[config.mk]
export PLATFORM = sky130hd
export DESIGN_NAME = phy_link_seq
export DESIGN_NICKNAME = d
export VERILOG_FILES = /design/src/rtl/phy_seq_pkg.sv /design/src/rtl/phy_seq_timer.sv /design/src/rtl/phy_seq_resolve.sv /design/src/rtl/phy_link_seq.sv
export SDC_FILE = /design/constraint.sdc
export NUM_CORES = 1
export LEC_CHECK = 0
export ABC_AREA = 1
export ABC_CLOCK_PERIOD_IN_PS = 1870
export BUFFER_PORTS_ARGS = -buffer_cell sky130_fd_sc_hd__buf_4
export CAP_MARGIN = 10
export CORE_ASPECT_RATIO = 1.1
export CORE_MARGIN = 3
export CORE_UTILIZATION = 58
export CTS_BUF_LIST = sky130_fd_sc_hd__clkbuf_16
export DETAILED_ROUTE_END_ITERATION = 10
export HOLD_SLACK_MARGIN = 0.12
export PLACE_DENSITY = 0.8
export SLEW_MARGIN = 30
export SYNTH_ARGS = -nofsm -noshare
export SYNTH_HDL_FRONTEND = slang
export SYNTH_SLANG_ARGS = --single-unit
[constraint.sdc]
create_clock -name clk -period 1.87 [get_ports clk]
set_clock_uncertainty 0.05 [all_clocks]
set_input_delay 0.187 -clock clk [delete_from_list [all_inputs] [get_ports clk]]
set_output_delay 0.187 -clock clk [all_outputs]
set_load 0.02 [all_outputs]
[src/rtl/phy_seq_pkg.sv]
package phy_seq_pkg;

    localparam int ADDR_W = 5;
    localparam int DATA_W = 16;

    // management register numbers
    localparam logic [ADDR_W-1:0] RN_CTL  = 5'd0;
    localparam logic [ADDR_W-1:0] RN_STS  = 5'd1;
    localparam logic [ADDR_W-1:0] RN_ADV  = 5'd4;
    localparam logic [ADDR_W-1:0] RN_LPA  = 5'd5;
    localparam logic [ADDR_W-1:0] RN_GADV = 5'd9;
    localparam logic [ADDR_W-1:0] RN_GLPA = 5'd10;

    // bit positions
    localparam int B_RST   = 15;
    localparam int B_SELHI = 13;
    localparam int B_ANEN  = 12;
    localparam int B_DUP   = 8;
    localparam int B_SELLO = 6;
    localparam int B_ANOK  = 5;
    localparam int B_EXT   = 8;

    typedef enum logic [3:0] {
        ST_IDLE,
        ST_SCAN,
        ST_RWAIT1,
        ST_RWR,
        ST_RWAIT2,
        ST_FORCE,
        ST_ANPOLL,
        ST_TORD,
        ST_G_LCL,
        ST_G_PRT,
        ST_F_LCL,
        ST_F_PRT,
        ST_DOWN,
        ST_FIN,
        ST_FAIL
    } seq_state_e;

endpackage

[src/rtl/phy_seq_timer.sv]
module phy_seq_timer #(
    parameter int LIMIT = 750_000_000
) (
    input  logic clk,
    input  logic rst_n,
    input  logic clr,
    output logic expired
);
    localparam int CW = $clog2(LIMIT + 1);
    localparam logic [CW-1:0] LIM = CW'(LIMIT);

    logic [CW-1:0] cnt_d, cnt_q;

    always_comb begin
        if (clr)
            cnt_d = '0;
        else if (cnt_q == LIM)
            cnt_d = cnt_q;
        else
            cnt_d = cnt_q + 1'b1;
    end

    always_ff @(posedge clk or negedge rst_n) begin
        if (!rst_n)
            cnt_q <= '0;
        else
            cnt_q <= cnt_d;
    end

    assign expired = (cnt_q == LIM);

    // once the window is used up it stays used up until cleared
    a_r5_expiry_sticky: assert property (@(posedge clk) disable iff (!rst_n)
        (expired && !clr) |=> expired);

endmodule

[src/rtl/phy_seq_resolve.sv]
module phy_seq_resolve
    import phy_seq_pkg::*;
(
    input  logic [DATA_W-1:0] lcl,
    input  logic [DATA_W-1:0] prt,
    input  logic              gb_in,
    input  logic              fd_in,
    input  logic              mac_gbit,
    output logic              gig_hit,
    output logic              gig_fd,
    output logic              fast_gb,
    output logic              fast_sp,
    output logic              fast_fd,
    output logic              need_down
);
    logic g_full, g_half;
    logic f_full, f_half, t_full;

    // gigabit stage: local register 9 vs partner register 10
    assign g_full = lcl[9] & prt[11];
    assign g_half = lcl[8] & prt[10];

    always_comb begin
        gig_hit = 1'b0;
        gig_fd  = 1'b0;
        if (g_full) begin
            gig_hit = 1'b1;
            gig_fd  = 1'b1;
        end
        if (g_half) begin
            gig_hit = 1'b1;
            gig_fd  = 1'b0;
        end
    end

    // 10/100 stage: local register 4 vs partner register 5
    assign f_full = lcl[8] & prt[8];
    assign f_half = lcl[7] & prt[7];
    assign t_full = lcl[6] & prt[6];

    always_comb begin
        fast_gb   = gb_in;
        fast_sp   = 1'b0;
        fast_fd   = fd_in;
        need_down = 1'b0;
        if (f_full) begin
            fast_sp = 1'b1;
            fast_fd = 1'b1;
        end
        if (f_half) begin
            fast_sp = 1'b1;
            fast_fd = 1'b0;
        end
        if (t_full)
            fast_fd = 1'b1;
        if (gb_in && !mac_gbit) begin
            fast_gb   = 1'b0;
            fast_fd   = 1'b0;
            need_down = 1'b1;
        end
    end

endmodule

[src/rtl/phy_link_seq.sv]
module phy_link_seq
    import phy_seq_pkg::*;
#(
    parameter int TIMEOUT_CYC = 750_000_000,
    parameter int SCAN_LAST   = 31
) (
    input  logic              clk,
    input  logic              rst_n,
    input  logic              start,
    input  logic              scan_en,
    input  logic [ADDR_W-1:0] dflt_addr,
    input  logic              mac_gbit,
    output logic              mdio_req,
    output logic              mdio_wr,
    output logic [ADDR_W-1:0] mdio_phy,
    output logic [ADDR_W-1:0] mdio_reg,
    output logic [DATA_W-1:0] mdio_wdata,
    input  logic              mdio_ack,
    input  logic              mdio_valid,
    input  logic [DATA_W-1:0] mdio_rdata,
    output logic              done,
    output logic              fail,
    output logic [ADDR_W-1:0] phy_addr,
    output logic [8:0]        mac_ctrl
);
    localparam logic [ADDR_W-1:0] SCAN_END = ADDR_W'(SCAN_LAST);
    localparam logic [DATA_W-1:0] ALL_ONES = '1;

    typedef struct packed {
        seq_state_e        st;
        logic              pend;
        logic              req;
        logic              wr;
        logic [ADDR_W-1:0] phy;
        logic [ADDR_W-1:0] regn;
        logic [DATA_W-1:0] wd;
        logic [ADDR_W-1:0] addr;
        logic [ADDR_W-1:0] scan;
        logic [DATA_W-1:0] ctl;
        logic [DATA_W-1:0] abil;
        logic              gb;
        logic              sp;
        logic              fd;
        logic              done;
        logic              fail;
    } seq_t;

    seq_t s_d, s_q;

    logic [DATA_W-1:0] rd;
    logic              acc, a_wr, ack;
    logic [ADDR_W-1:0] a_reg, a_phy;
    logic [DATA_W-1:0] a_wd;
    logic              tmr_clr, tmr_exp;
    logic              gig_hit, gig_fd, fast_gb, fast_sp, fast_fd, need_down;

    // a read without the valid flag looks like an absent device
    assign rd = mdio_valid ? mdio_rdata : ALL_ONES;

    // the timeout window opens once the address phase is over
    assign tmr_clr = (s_q.st == ST_IDLE) || (s_q.st == ST_SCAN);

    phy_seq_timer #(.LIMIT(TIMEOUT_CYC)) i_timer (
        .clk     (clk),
        .rst_n   (rst_n),
        .clr     (tmr_clr),
        .expired (tmr_exp)
    );

    phy_seq_resolve i_resolve (
        .lcl       (s_q.abil),
        .prt       (rd),
        .gb_in     (s_q.gb),
        .fd_in     (s_q.fd),
        .mac_gbit  (mac_gbit),
        .gig_hit   (gig_hit),
        .gig_fd    (gig_fd),
        .fast_gb   (fast_gb),
        .fast_sp   (fast_sp),
        .fast_fd   (fast_fd),
        .need_down (need_down)
    );

    // which access each state performs
    always_comb begin
        acc   = 1'b1;
        a_wr  = 1'b0;
        a_reg = RN_CTL;
        a_wd  = '0;
        unique case (s_q.st)
            ST_SCAN, ST_RWAIT1, ST_RWAIT2, ST_TORD: a_reg = RN_CTL;
            ST_RWR: begin
                a_wr = 1'b1;
                a_wd = s_q.ctl | (DATA_W'(1) << B_RST);
            end
            ST_FORCE: a_wr = 1'b1;
            ST_ANPOLL: a_reg = RN_STS;
            ST_G_LCL:  a_reg = RN_GADV;
            ST_G_PRT:  a_reg = RN_GLPA;
            ST_F_LCL:  a_reg = RN_ADV;
            ST_F_PRT:  a_reg = RN_LPA;
            ST_DOWN: begin
                a_wr = 1'b1;
                a_wd = DATA_W'(s_q.sp) << B_SELHI;
            end
            default: acc = 1'b0;
        endcase
        a_phy = (s_q.st == ST_SCAN) ? s_q.scan : s_q.addr;
    end

    assign ack = acc && s_q.pend && mdio_ack;

    always_comb begin
        s_d      = s_q;
        s_d.req  = 1'b0;
        s_d.done = 1'b0;

        if (acc && !s_q.pend) begin
            s_d.pend = 1'b1;
            s_d.req  = 1'b1;
            s_d.wr   = a_wr;
            s_d.phy  = a_phy;
            s_d.regn = a_reg;
            s_d.wd   = a_wd;
        end
        if (ack)
            s_d.pend = 1'b0;

        unique case (s_q.st)
            ST_IDLE: begin
                if (start) begin
                    s_d.gb   = 1'b0;
                    s_d.sp   = 1'b0;
                    s_d.fd   = 1'b0;
                    s_d.fail = 1'b0;
                    s_d.scan = '0;
                    if (scan_en) begin
                        s_d.st = ST_SCAN;
                    end else begin
                        s_d.addr = dflt_addr;
                        s_d.st   = ST_RWAIT1;
                    end
                end
            end
            ST_SCAN: if (ack) begin
                if (rd != '0 && rd != ALL_ONES) begin
                    s_d.addr = s_q.scan;
                    s_d.st   = ST_RWAIT1;
                end else if (s_q.scan == SCAN_END) begin
                    s_d.addr = dflt_addr;
                    s_d.st   = ST_RWAIT1;
                end else begin
                    s_d.scan = s_q.scan + 1'b1;
                end
            end
            ST_RWAIT1: if (ack) begin
                if (rd[B_RST]) begin
                    if (tmr_exp) s_d.st = ST_FAIL;
                end else begin
                    s_d.ctl = rd;
                    s_d.st  = ST_RWR;
                end
            end
            ST_RWR: if (ack) s_d.st = ST_RWAIT2;
            ST_RWAIT2: if (ack) begin
                if (rd[B_RST]) begin
                    if (tmr_exp) s_d.st = ST_FAIL;
                end else begin
                    s_d.ctl = rd;
                    s_d.st  = rd[B_ANEN] ? ST_ANPOLL : ST_FORCE;
                end
            end
            ST_FORCE: if (ack) s_d.st = ST_FIN;
            ST_ANPOLL: if (ack) begin
                if (rd[B_ANOK])
                    s_d.st = rd[B_EXT] ? ST_G_LCL : ST_F_LCL;
                else if (tmr_exp)
                    s_d.st = ST_TORD;
            end
            ST_TORD: if (ack) begin
                s_d.gb = rd[B_SELLO] & ~rd[B_SELHI];
                s_d.sp = ~rd[B_SELLO] & rd[B_SELHI];
                s_d.fd = rd[B_DUP];
                s_d.st = ST_FIN;
            end
            ST_G_LCL: if (ack) begin
                s_d.abil = rd;
                s_d.st   = ST_G_PRT;
            end
            ST_G_PRT: if (ack) begin
                s_d.gb = gig_hit;
                s_d.fd = gig_fd;
                s_d.st = (gig_hit && mac_gbit) ? ST_FIN : ST_F_LCL;
            end
            ST_F_LCL: if (ack) begin
                s_d.abil = rd;
                s_d.st   = ST_F_PRT;
            end
            ST_F_PRT: if (ack) begin
                s_d.gb = fast_gb;
                s_d.sp = fast_sp;
                s_d.fd = fast_fd;
                s_d.st = need_down ? ST_DOWN : ST_FIN;
            end
            ST_DOWN: if (ack) s_d.st = ST_FIN;
            ST_FIN: begin
                s_d.done = 1'b1;
                s_d.st   = ST_IDLE;
            end
            ST_FAIL: begin
                s_d.done = 1'b1;
                s_d.fail = 1'b1;
                s_d.gb   = 1'b0;
                s_d.sp   = 1'b0;
                s_d.fd   = 1'b0;
                s_d.st   = ST_IDLE;
            end
            default: s_d.st = ST_IDLE;
        endcase
    end

    always_ff @(posedge clk or negedge rst_n) begin
        if (!rst_n) begin
            s_q    <= '0;
            s_q.st <= ST_IDLE;
        end else begin
            s_q <= s_d;
        end
    end

    assign mdio_req   = s_q.req;
    assign mdio_wr    = s_q.wr;
    assign mdio_phy   = s_q.phy;
    assign mdio_reg   = s_q.regn;
    assign mdio_wdata = s_q.wd;
    assign done       = s_q.done;
    assign fail       = s_q.fail;
    assign phy_addr   = s_q.addr;
    assign mac_ctrl   = {s_q.gb, s_q.sp, 2'b00, s_q.fd, 4'b0000};

    // a request is a single-cycle pulse
    a_r10_req_pulse: assert property (@(posedge clk) disable iff (!rst_n)
        mdio_req |=> !mdio_req);

    // no new request while one is waiting for its acknowledge
    a_r10_one_outstanding: assert property (@(posedge clk) disable iff (!rst_n)
        (s_q.pend && !mdio_ack) |=> !mdio_req);

    // request fields hold while the access is pending
    a_r10_fields_stable: assert property (@(posedge clk) disable iff (!rst_n)
        (s_q.pend && !mdio_req) |-> ($stable(mdio_phy) && $stable(mdio_reg)
                                     && $stable(mdio_wr) && $stable(mdio_wdata)));

    // completion is a single-cycle pulse
    a_r11_done_pulse: assert property (@(posedge clk) disable iff (!rst_n)
        done |=> !done);

    // a failure is only reached after the timer window ran out
    a_r3_fail_after_expiry: assert property (@(posedge clk) disable iff (!rst_n)
        (s_q.st == ST_FAIL) |-> tmr_exp);

    // a failed run reports no mode
    a_r3_fail_no_mode: assert property (@(posedge clk) disable iff (!rst_n)
        (done && fail) |-> (mac_ctrl == 9'd0));

endmodule

Word-level counts from Yosys, hierarchy flattened
Index checks and enable logic that the tools add are counted.
{"block": "classes", "add_sub_neg": 2, "eq_ne": 37, "muxes": 64, "bitwise": 10, "n_reduce_logical": 31}
{"cell": "$mux W4", "n": 18}
{"cell": "$mux W30", "n": 2}
{"cell": "$pmux W4 S11", "n": 1}
{"cell": "$pmux W16 S2", "n": 1}
{"cell": "$add A30 B1 Y30 const B", "n": 1}
{"cell": "$eq A30 B30 Y1 const B", "n": 1}
{"cell": "$mux W5", "n": 6}
{"cell": "$mux W29", "n": 1}
{"cell": "$eq A4 B4 Y1 const B", "n": 7}
{"cell": "$ne A2 B2 Y1 const B", "n": 14}
{"cell": "$mux W10", "n": 2}
{"cell": "$pmux W10 S2", "n": 1}
{"cell": "$pmux W4 S5", "n": 1}
{"cell": "$mux W1", "n": 19}
{"cell": "$eq A4 B3 Y1 const B", "n": 4}
{"cell": "$mux W16", "n": 1}
{"cell": "$ne A16 B16 Y1 const B", "n": 1}
{"cell": "$reduce_bool A16 Y1", "n": 1}
{"cell": "$reduce_and A13 Y1", "n": 1}
{"cell": "$mux W3", "n": 4}
{"cell": "$reduce_and A6 Y1", "n": 2}
{"cell": "$reduce_or A12 Y1", "n": 1}
{"cell": "$pmux W1 S5", "n": 2}
{"cell": "$reduce_and A5 Y1", "n": 2}
{"cell": "other kinds (25)", "n": 50}
{"block": "totals", "register_bits": 103, "output_inout_bits": 44, "elab_cells": 161}

Longest topological paths before layout
Gate-level depths: netlist (run 1).
{"block": "depth", "word_depth": 8, "depth_mapped": 13, "depth_no_buf": 13}

Cells and area by module
From an unflattened synthesis (run 1), not the netlist that was laid out.
{"block": "unflattened", "cells_unflattened": 844, "area_unflattened_um2": 6216.0}
{"mod": "phy_link_seq", "instances": 1, "cells_each": 534, "area_each_um2": 4225.3}
{"mod": "phy_seq_timer", "instances": 1, "cells_each": 294, "area_each_um2": 1918.1}
{"mod": "phy_seq_resolve", "instances": 1, "cells_each": 16, "area_each_um2": 72.6}

Worst setup path after synthesis (run 1)
OpenSTA, ideal clock, no wires.
{"block": "synth_timing", "kind": "reg2reg", "start": "reg s_q[76] (netlist bit)", "end": "reg s_q[77] (netlist bit)", "setup_time_ps": 118, "t_arrival_ps": 1489, "setup_slack_ps": 213, "stages_incl_launch_ff": 12, "n_path_buf": 1, "period_less_slack_ps": 1657, "path_cell_list": "dfrtp_1 buf_6 nor2_4 inv_1 nand2_1 nand3_4 a21boi_2 nand2_1 nor2_4 nand2_2 nand2_1 nand2_1"}
{"block": "synth_between", "elab_chain_cells": 7, "elab_cells_between_ends": 33, "classes_between": "25 x eq/ne; 2 x mux; 6 x reduce/logical"}
{"element": "start, declared", "line": "phy_link_seq.sv:48", "source": "seq_t s_d, s_q;"}
{"element": "$eq A4 B1 Y1, or another cell as far along", "line": "phy_link_seq.sv:90, phy_link_seq.sv:129"}
{"element": "$reduce_or A12 Y1 (no source line)"}
{"element": "$mux W1", "line": "phy_link_seq.sv:90", "source": "unique case (s_q.st)"}
{"element": "$logic_and A1 B1 Y1 (2 in series)", "line": "phy_link_seq.sv:111", "source": "assign ack = acc && s_q.pend && mdio_ack;"}
{"element": "$ne A2 B2 Y1 (no source line) or $ne A2 B1 Y1 (tied branches)"}
{"element": "$reduce_and A13 Y1 (no source line)"}
Several ways; a longest one is shown, not always the timed one.
A chain may end at the register's enable or synchronous reset.

Worst setup path in the final report (run 1)
{"block": "layout_timing", "start": "reg s_q[77] (netlist bit)", "end": "reg s_q[77] (netlist bit)"}
The elaborated chain is that of the path after synthesis.

==> results of run 1 <==
-- synthesized netlist by cell type (2+ instances only) --
cell	number	area (um2)
xnor2_1	2	17.5
o22ai_1	3	18.8
buf_4	41	308
nor3_1	19	95.1
clkbuf_1	2	7.51
nand2_1	215	807
xor2_1	9	78.8
dfrtp_1	96	2400
nor4_1	3	18.8
o31ai_1	4	30.0
inv_2	8	30.0
nand3_1	30	150
nand4_1	19	119
nor3b_1	2	15.0
ha_1	4	50.1
a21oi_1	14	70.1
inv_1	86	323
buf_2	9	45.0
nor2_1	98	368
nor2_2	5	31.3
o21ai_1	2	10.0
nand3_2	3	30.0
o21ai_0	70	350
nor2_4	4	45.0
nand2_2	4	25.0
-- cells by family after synthesis --
family / Yosys count
simple gates: 406
flops: 96
other cells: 1
buf+inv: 148
compound gates: 99
fa+ha+maj: 4
xor+xnor: 11
-- path summary, 6_finish.rpt --
| kind | depth (start not counted) | from | endpoint | slack [ns] |
|---|---|---|---|---|
| setup reg to reg | 10 | s_q[77] | s_q[77] | 0.07 |
| hold reg to reg | 2 | mdio_wdata[11] | mdio_wdata[11] | 0.43 |
| max in group asynchronous | 3 | rst_n | s_q[76] | 0.86 |
| setup / recovery | 10 | s_q[77] | s_q[77] | 0.07 |
| hold / removal | 3 | mdio_rdata[9] | s_q[30] | 0.13 |
| min in group asynchronous | 2 | rst_n | mdio_wdata[8] | 0.29 |
-- metrics by stage --
stage / TNS (ns) / worst slack (ns) / utilization, %
after floorplan: 0 / 0.213 / -
after global placement: -0.0423 / -0.0423 / 66.3
after detailed placement: -0.129 / -0.0834 / 66.3
after CTS: 0 / 0.00184 / 70.3
after global routing: -0.303 / -0.0526 / 72.6
final: 0 / 0.0677 / 72.6
-- per-layer routing --
layer  track usage, %  vias to the layer above
li1                 -                     2517
met1             36.4                     2369
met2             43.7                      203
met3             3.90                       25
met4             11.1                        0
met5                0                        -
-- critical path, cell delays in order, from the launching register on --
cell      delay, ns
dfrtp_2        0.47
nor2_4         0.18
inv_2          0.05
nand2_2        0.09
nand3_4        0.16
a21boi_4       0.24
nand2_2        0.10
nor2_4         0.14
nand2_2        0.09
nand2_1        0.07
nand2_1        0.06
-- final cells by class --
class | count | share of cell area (%)
well taps | 114 | 2.16
flip-flops and latches | 96 | 36.4
clock buffers | 9 | 3.41
inverters | 94 | 5.38
multi-input cells | 527 | 39.1
repair buffers | 105 | 12.7
clock inverters | 6 | 0.814
-- repair_timing --
item                                   4_1_cts  5_1_grt
gates resized for setup                      2       39
endpoints found under the hold margin       39        0
pin swaps                                    0       13
buffers inserted                             0       12
setup endpoints to repair                    8       59
hold buffers                                 8        0
-- power groups by stage --
stage	clock network [W]	logic (W)	registers (W)
finish	0.00177	0.00403	0.00316
global route	0.00188	0.00449	0.00324
CTS	0.00179	0.00381	0.00313
detailed placement	0	0.00376	0.00315
global placement	0	0.00369	0.00313
floorplan	0	0.00296	0.00306
==> metrics, run 1 <==
Finished Cell Area roughly 6600 um2; fin cells roughly 950; DP HPWL roughly 10 mm; post-synthesis mux area share 0%; Synth Area in Simple Gates a little under a third; Worst-Skew Late Latency 0.35 ns; drt drc 0; Synth Area in Compound Gates a little under a tenth; Worst EP arrival about 2.0 ns; outcome finished clean; hold_ws 0.130 ns; Yosys cell types 38; Seq pwr share 35.3%; FILL cells 718; total power 0.00895 W; startpoint types flop; vias per cell between 5 and 6; multi-input logic area around 2600 um2; switching share of power between 40% and 50%; placed instance count 916; Post-Synth Adder-Cell Area less than 1%; largest net degree at the start of global routing 50; vias in the first global route just under 5k; Die Y between 100 and 150 um; FF/Latch Area approximately 2400 um2; clock share of power between 10% and 20%; Post-synth EDFFs 0; Final period util 96.4%; Gate power share 45.0%; Peak VDD IR around 0.8 mV; pwr dens ~1400 nW/um2; WL final about 14 mm; Final setup viols 0; Post-Syn Area per Cell about 7.3 um2; largest family of logic cells by synthesized area simple AND/OR/NAND/NOR gates; Worst Hold Class in -> reg; ant diodes 0; sequential area share after synthesis a little over two fifths; Final Hold Viols 0; Lkg Pwr about 3.3 nW; WS Path Type reg -> reg; Clock Sinks 96; Placed Area ~6000 um2; f_max between 500 and 600 MHz; Max Cap Viol 0; initial antenna violation count 0; Largest register FFs 30; Area Overhead vs Synth 18.5%; routed vias slightly above 5k; post-layout min period 1.80 ns; GRT Resource Usage Total 26.9%; most common cell after layout, fill and taps aside nand2_1; buffers added on ports 64; Post-DRT Antenna Nets 0; synthesized area 5580 um2; CP Capture Type flop; Initial Utilization 61.3%; io pins 72; share of layout cells above drive strength 1 between 15 and 20%; cell at the root of the clock tree clkbuf_16; routed wire length per instance around 15 um; Final Slew Violations 0; Int Power slightly above 0.005 W; Metal-1 WL 5.96 mm; row cnt 36; met3 wire length between 800 and 900 um; CTS tree yes; Worst-path clk slew ~0.06 ns; worst path required time 2.05 ns; clock buffer depth 2; number of synthesized register bits 96; gp weighted congestion between 0.9 and 1; Num CTS Buffers 9; P_sw 0.00375 W; 1st-iter DRT viols a little under 400; Synth warnings 0; Core Box Area 9100 um2; post-synthesis xor/xnor area fraction between 1.5 and 2%; Top Layer Used met4; CP Max Fanout 8; Pre-antenna DRT Iters 5; commonest cells after routing, fill and taps aside nand2_1 (208), buf_4 (94), nor2_1 (91), dfrtp_1 (91), inv_1 (85); Synth async-reset ratio 100%; ys flop type dfrtp_1; RSZ-0062 raised after global routing true; Die Area 10800 um2; global route overflow 0; global-route wire length before repair roughly 23 mm; Synth Instances 765; Die Wd 99.5 um; Final nets a little under 900; Largest Register i_timer.cnt_q; met2 WL about 6.7 mm; H-Tree Depth 3
(Power assumes the default switching activity.)
==> inputs of run 2 (changes only) <==
- ABC_CLOCK_PERIOD_IN_PS: 1870 -> 2100
- CORE_UTILIZATION: 58 -> 63
- PLACE_DENSITY: 0.8 -> 0.86
- clock period: 1.87 -> 2.1 ns (I/O delays scaled with it)
==> run 2 against run 1 <==
Effect of this change: routed wire length grew 0.36%; sequential share of layout area grew 1.8 points; design area shrank 4.9%; register-to-register slack gained 0.09 ns; flip-flop and latch count is the same; critical path depth shrank 2; core utilization grew 1.4 points; clock power shrank 16%; fmax shrank 7.3%; largest cell class unchanged; largest power group unchanged; highest routed layer unchanged.
==> metrics, run 2 (synthesis results as in run 1) <==
outcome finished clean; startpoint types flop; WS Path Type reg -> reg; buffers added on ports 64 (unchanged); Placed Area 5920 um2 (-1.8%); slew margin rel. a little under three fifths; drt drc 0 (unchanged); RSZ-0062 raised after global routing false; Max Cap Viol 0 (unchanged); Largest register FFs 30 (unchanged); Setup TNS Final 0 ns (unchanged); Util after Layout 74.0% (+1.4 points); clock share of power 19.2% (-0.5 points); Die Y 105 um (-3.8%); Lkg Pwr 3.16 nW (-4.8%); Post-DRT Antenna Nets 0 (unchanged); Int Power 0.00439 W (-16%); routed vias 5106 (-0.16%); Peak VDD IR 0.731 mV (-11%); vias in the first global route 4757 (-1.7%); Core Box Area 8500 um2 (-6.6%); share of layout cells above drive strength 1 14.9% (-4.9 points); CP Max Fanout 8 (unchanged); pwr dens 1230 nW/um2 (-9.3%); largest net degree at the start of global routing 46 (-8.0%); Largest Register i_timer.cnt_q; Seq pwr share 36.4% (+1.1 points); initial antenna violation count 0 (unchanged); Worst-Margin Slew approximately 0.66 ns; r2r startpoint s_q[78]; flop-to-flop setup slack 0.16 ns (+0.09 ns); GRT Resource Usage Total 28.4% (+1.5 points); Worst-Skew Late Latency 0.34 ns (about the same); Num CTS Buffers 9 (unchanged); Finished Cell Area 6290 um2 (-4.9%); routed wire length per instance 15.1 um (+3.3%); global route overflow 0 (unchanged); Worst Hold Class in -> reg; 1st-iter DRT viols 387 (-1.8%); WL final 14.0 mm (+0.36%); row cnt 35 (-2.8%); Reg2Reg Depth 8 (-2); crit path launch s_q[78]; Final period util 92.6% (-3.8 points); DP HPWL 10.5 mm (+3.1%); clock buffer depth 2 (unchanged); switching share of power 43.2% (+1.2 points); CP Capture Type flop; f_max 514 MHz (-7.3%); Pre-antenna DRT Iters 5 (unchanged); most common cell after layout, fill and taps aside nand2_1; worst path required time 2.27 ns (+0.22 ns); post-layout min period 1.94 ns (+0.142 ns); Die Wd 95.7 um (-3.8%); global-route wire length before repair 22.5 mm (-2.2%); Die Area 10000 um2 (-7.5%); Worst-path clk slew 0.06 ns (about the same); CTS tree yes; Worst EP arrival 2.12 ns (+0.13 ns); Area Overhead vs Synth 12.7%; cell at the root of the clock tree clkbuf_16; Final Slew Violations 0 (unchanged); H-Tree Depth 3 (unchanged); P_sw 0.00333 W (-11%); Clock Sinks 96 (unchanged); hold_ws 0.156 ns (+0.0267 ns); vias per cell 5.53 (+2.8%); R2R Path End mac_ctrl[4]; Gate power share 44.4% (-0.6 points); ant diodes 0 (unchanged); Setup crit end mac_ctrl[4]; io pins 72 (unchanged); commonest cells after routing, fill and taps aside nand2_1 (214), nor2_1 (98), dfrtp_1 (94); Final nets 841 (-2.8%); total power 0.00772 W (-14%); gp weighted congestion 1.04 (+12%); Final setup viols 0 (unchanged); Final Hold Viols 0 (unchanged); Initial Utilization 65.7% (+4.4 points)
[run 2: cell count changes in the layout (fill, tap and decap cells not counted), moves of 4 or more]
cell	previous run	this run
buf_4	94	74
nor2_1	91	98
nand2_1	208	214
nand2_2	10	5
nor2_4	8	4
[run 2: routing by layer]
metal,vias to the layer above,share of wire (%),wire length (um),track usage [%]
met3,22,8.0,1120,5.47
met1,2369,44,6100,40.3
met2,236,47,6510,43.9
met5,-,0,0,0
li1,2479,-,-,-
met4,0,1.8,250,8.43
[run 2: per-stage QoR]
stage          std cells  worst slack [ns]
2_1_floorplan        771             0.443
3_3_place_gp         899             0.106
3_5_place_dp         899             0.101
4_1_cts              919            0.0303
5_1_grt              924           0.00587
6_report             924             0.156
[run 2: worst min-delay path by stage]
stage	slack [ns]	start	to	cells after the start
6_report	0.16	mdio_rdata[9]	s_q[30]	3
5_1_grt	0.18	mdio_rdata[9]	s_q[14]	3
4_1_cts	0.14	mdio_rdata[9]	s_q[30]	3
3_5_place_dp	0.12	rst_n	i_timer.cnt_q[16]	1
3_3_place_gp	0.12	rst_n	i_timer.cnt_q[17]	1
2_1_floorplan	-0.14	rst_n	done	0
[run 2: worst max-delay path: stages (launching register included)]
cell and delay [ns]:
dfrtp_1 0.45, inv_2 0.11, nand2_1 0.20, nor2_2 0.28, o21ai_0 0.23, nor3_1 0.31
nor2_1 0.10, nand2_1 0.06, nand2_1 0.05
[run 2: final cells by class]
class | instances | area, um2
Multi-Input combinational cell | 527 | 2480
Sequential cell | 96 | 2400
Fill cell | 667 | 2210
Timing Repair Buffer | 81 | 646
Inverter | 94 | 355
Clock buffer | 9 | 225
Tap cell | 111 | 139
Clock inverter | 6 | 37.5
[run 2: what timing repair did]
| item | 4_1_cts | 5_1_grt |
|---|---|---|
| hold endpoints to repair | 34 | 0 |
| hold buffers | 5 | 0 |
| setup endpoints to repair | 0 | 15 |
| setup buffers | 0 | 5 |
| gates resized for setup | 0 | 6 |
[run 2: power groups by stage]
stage                     combinational (W)  clock (W)  sequential (W)
final                               0.00343    0.00148         0.00281
after global routing                0.00383    0.00157         0.00287
after CTS                           0.00336    0.00149         0.00280
after detailed placement            0.00331          0         0.00282
after global placement              0.00325          0         0.00280
after floorplan                     0.00263          0         0.00273
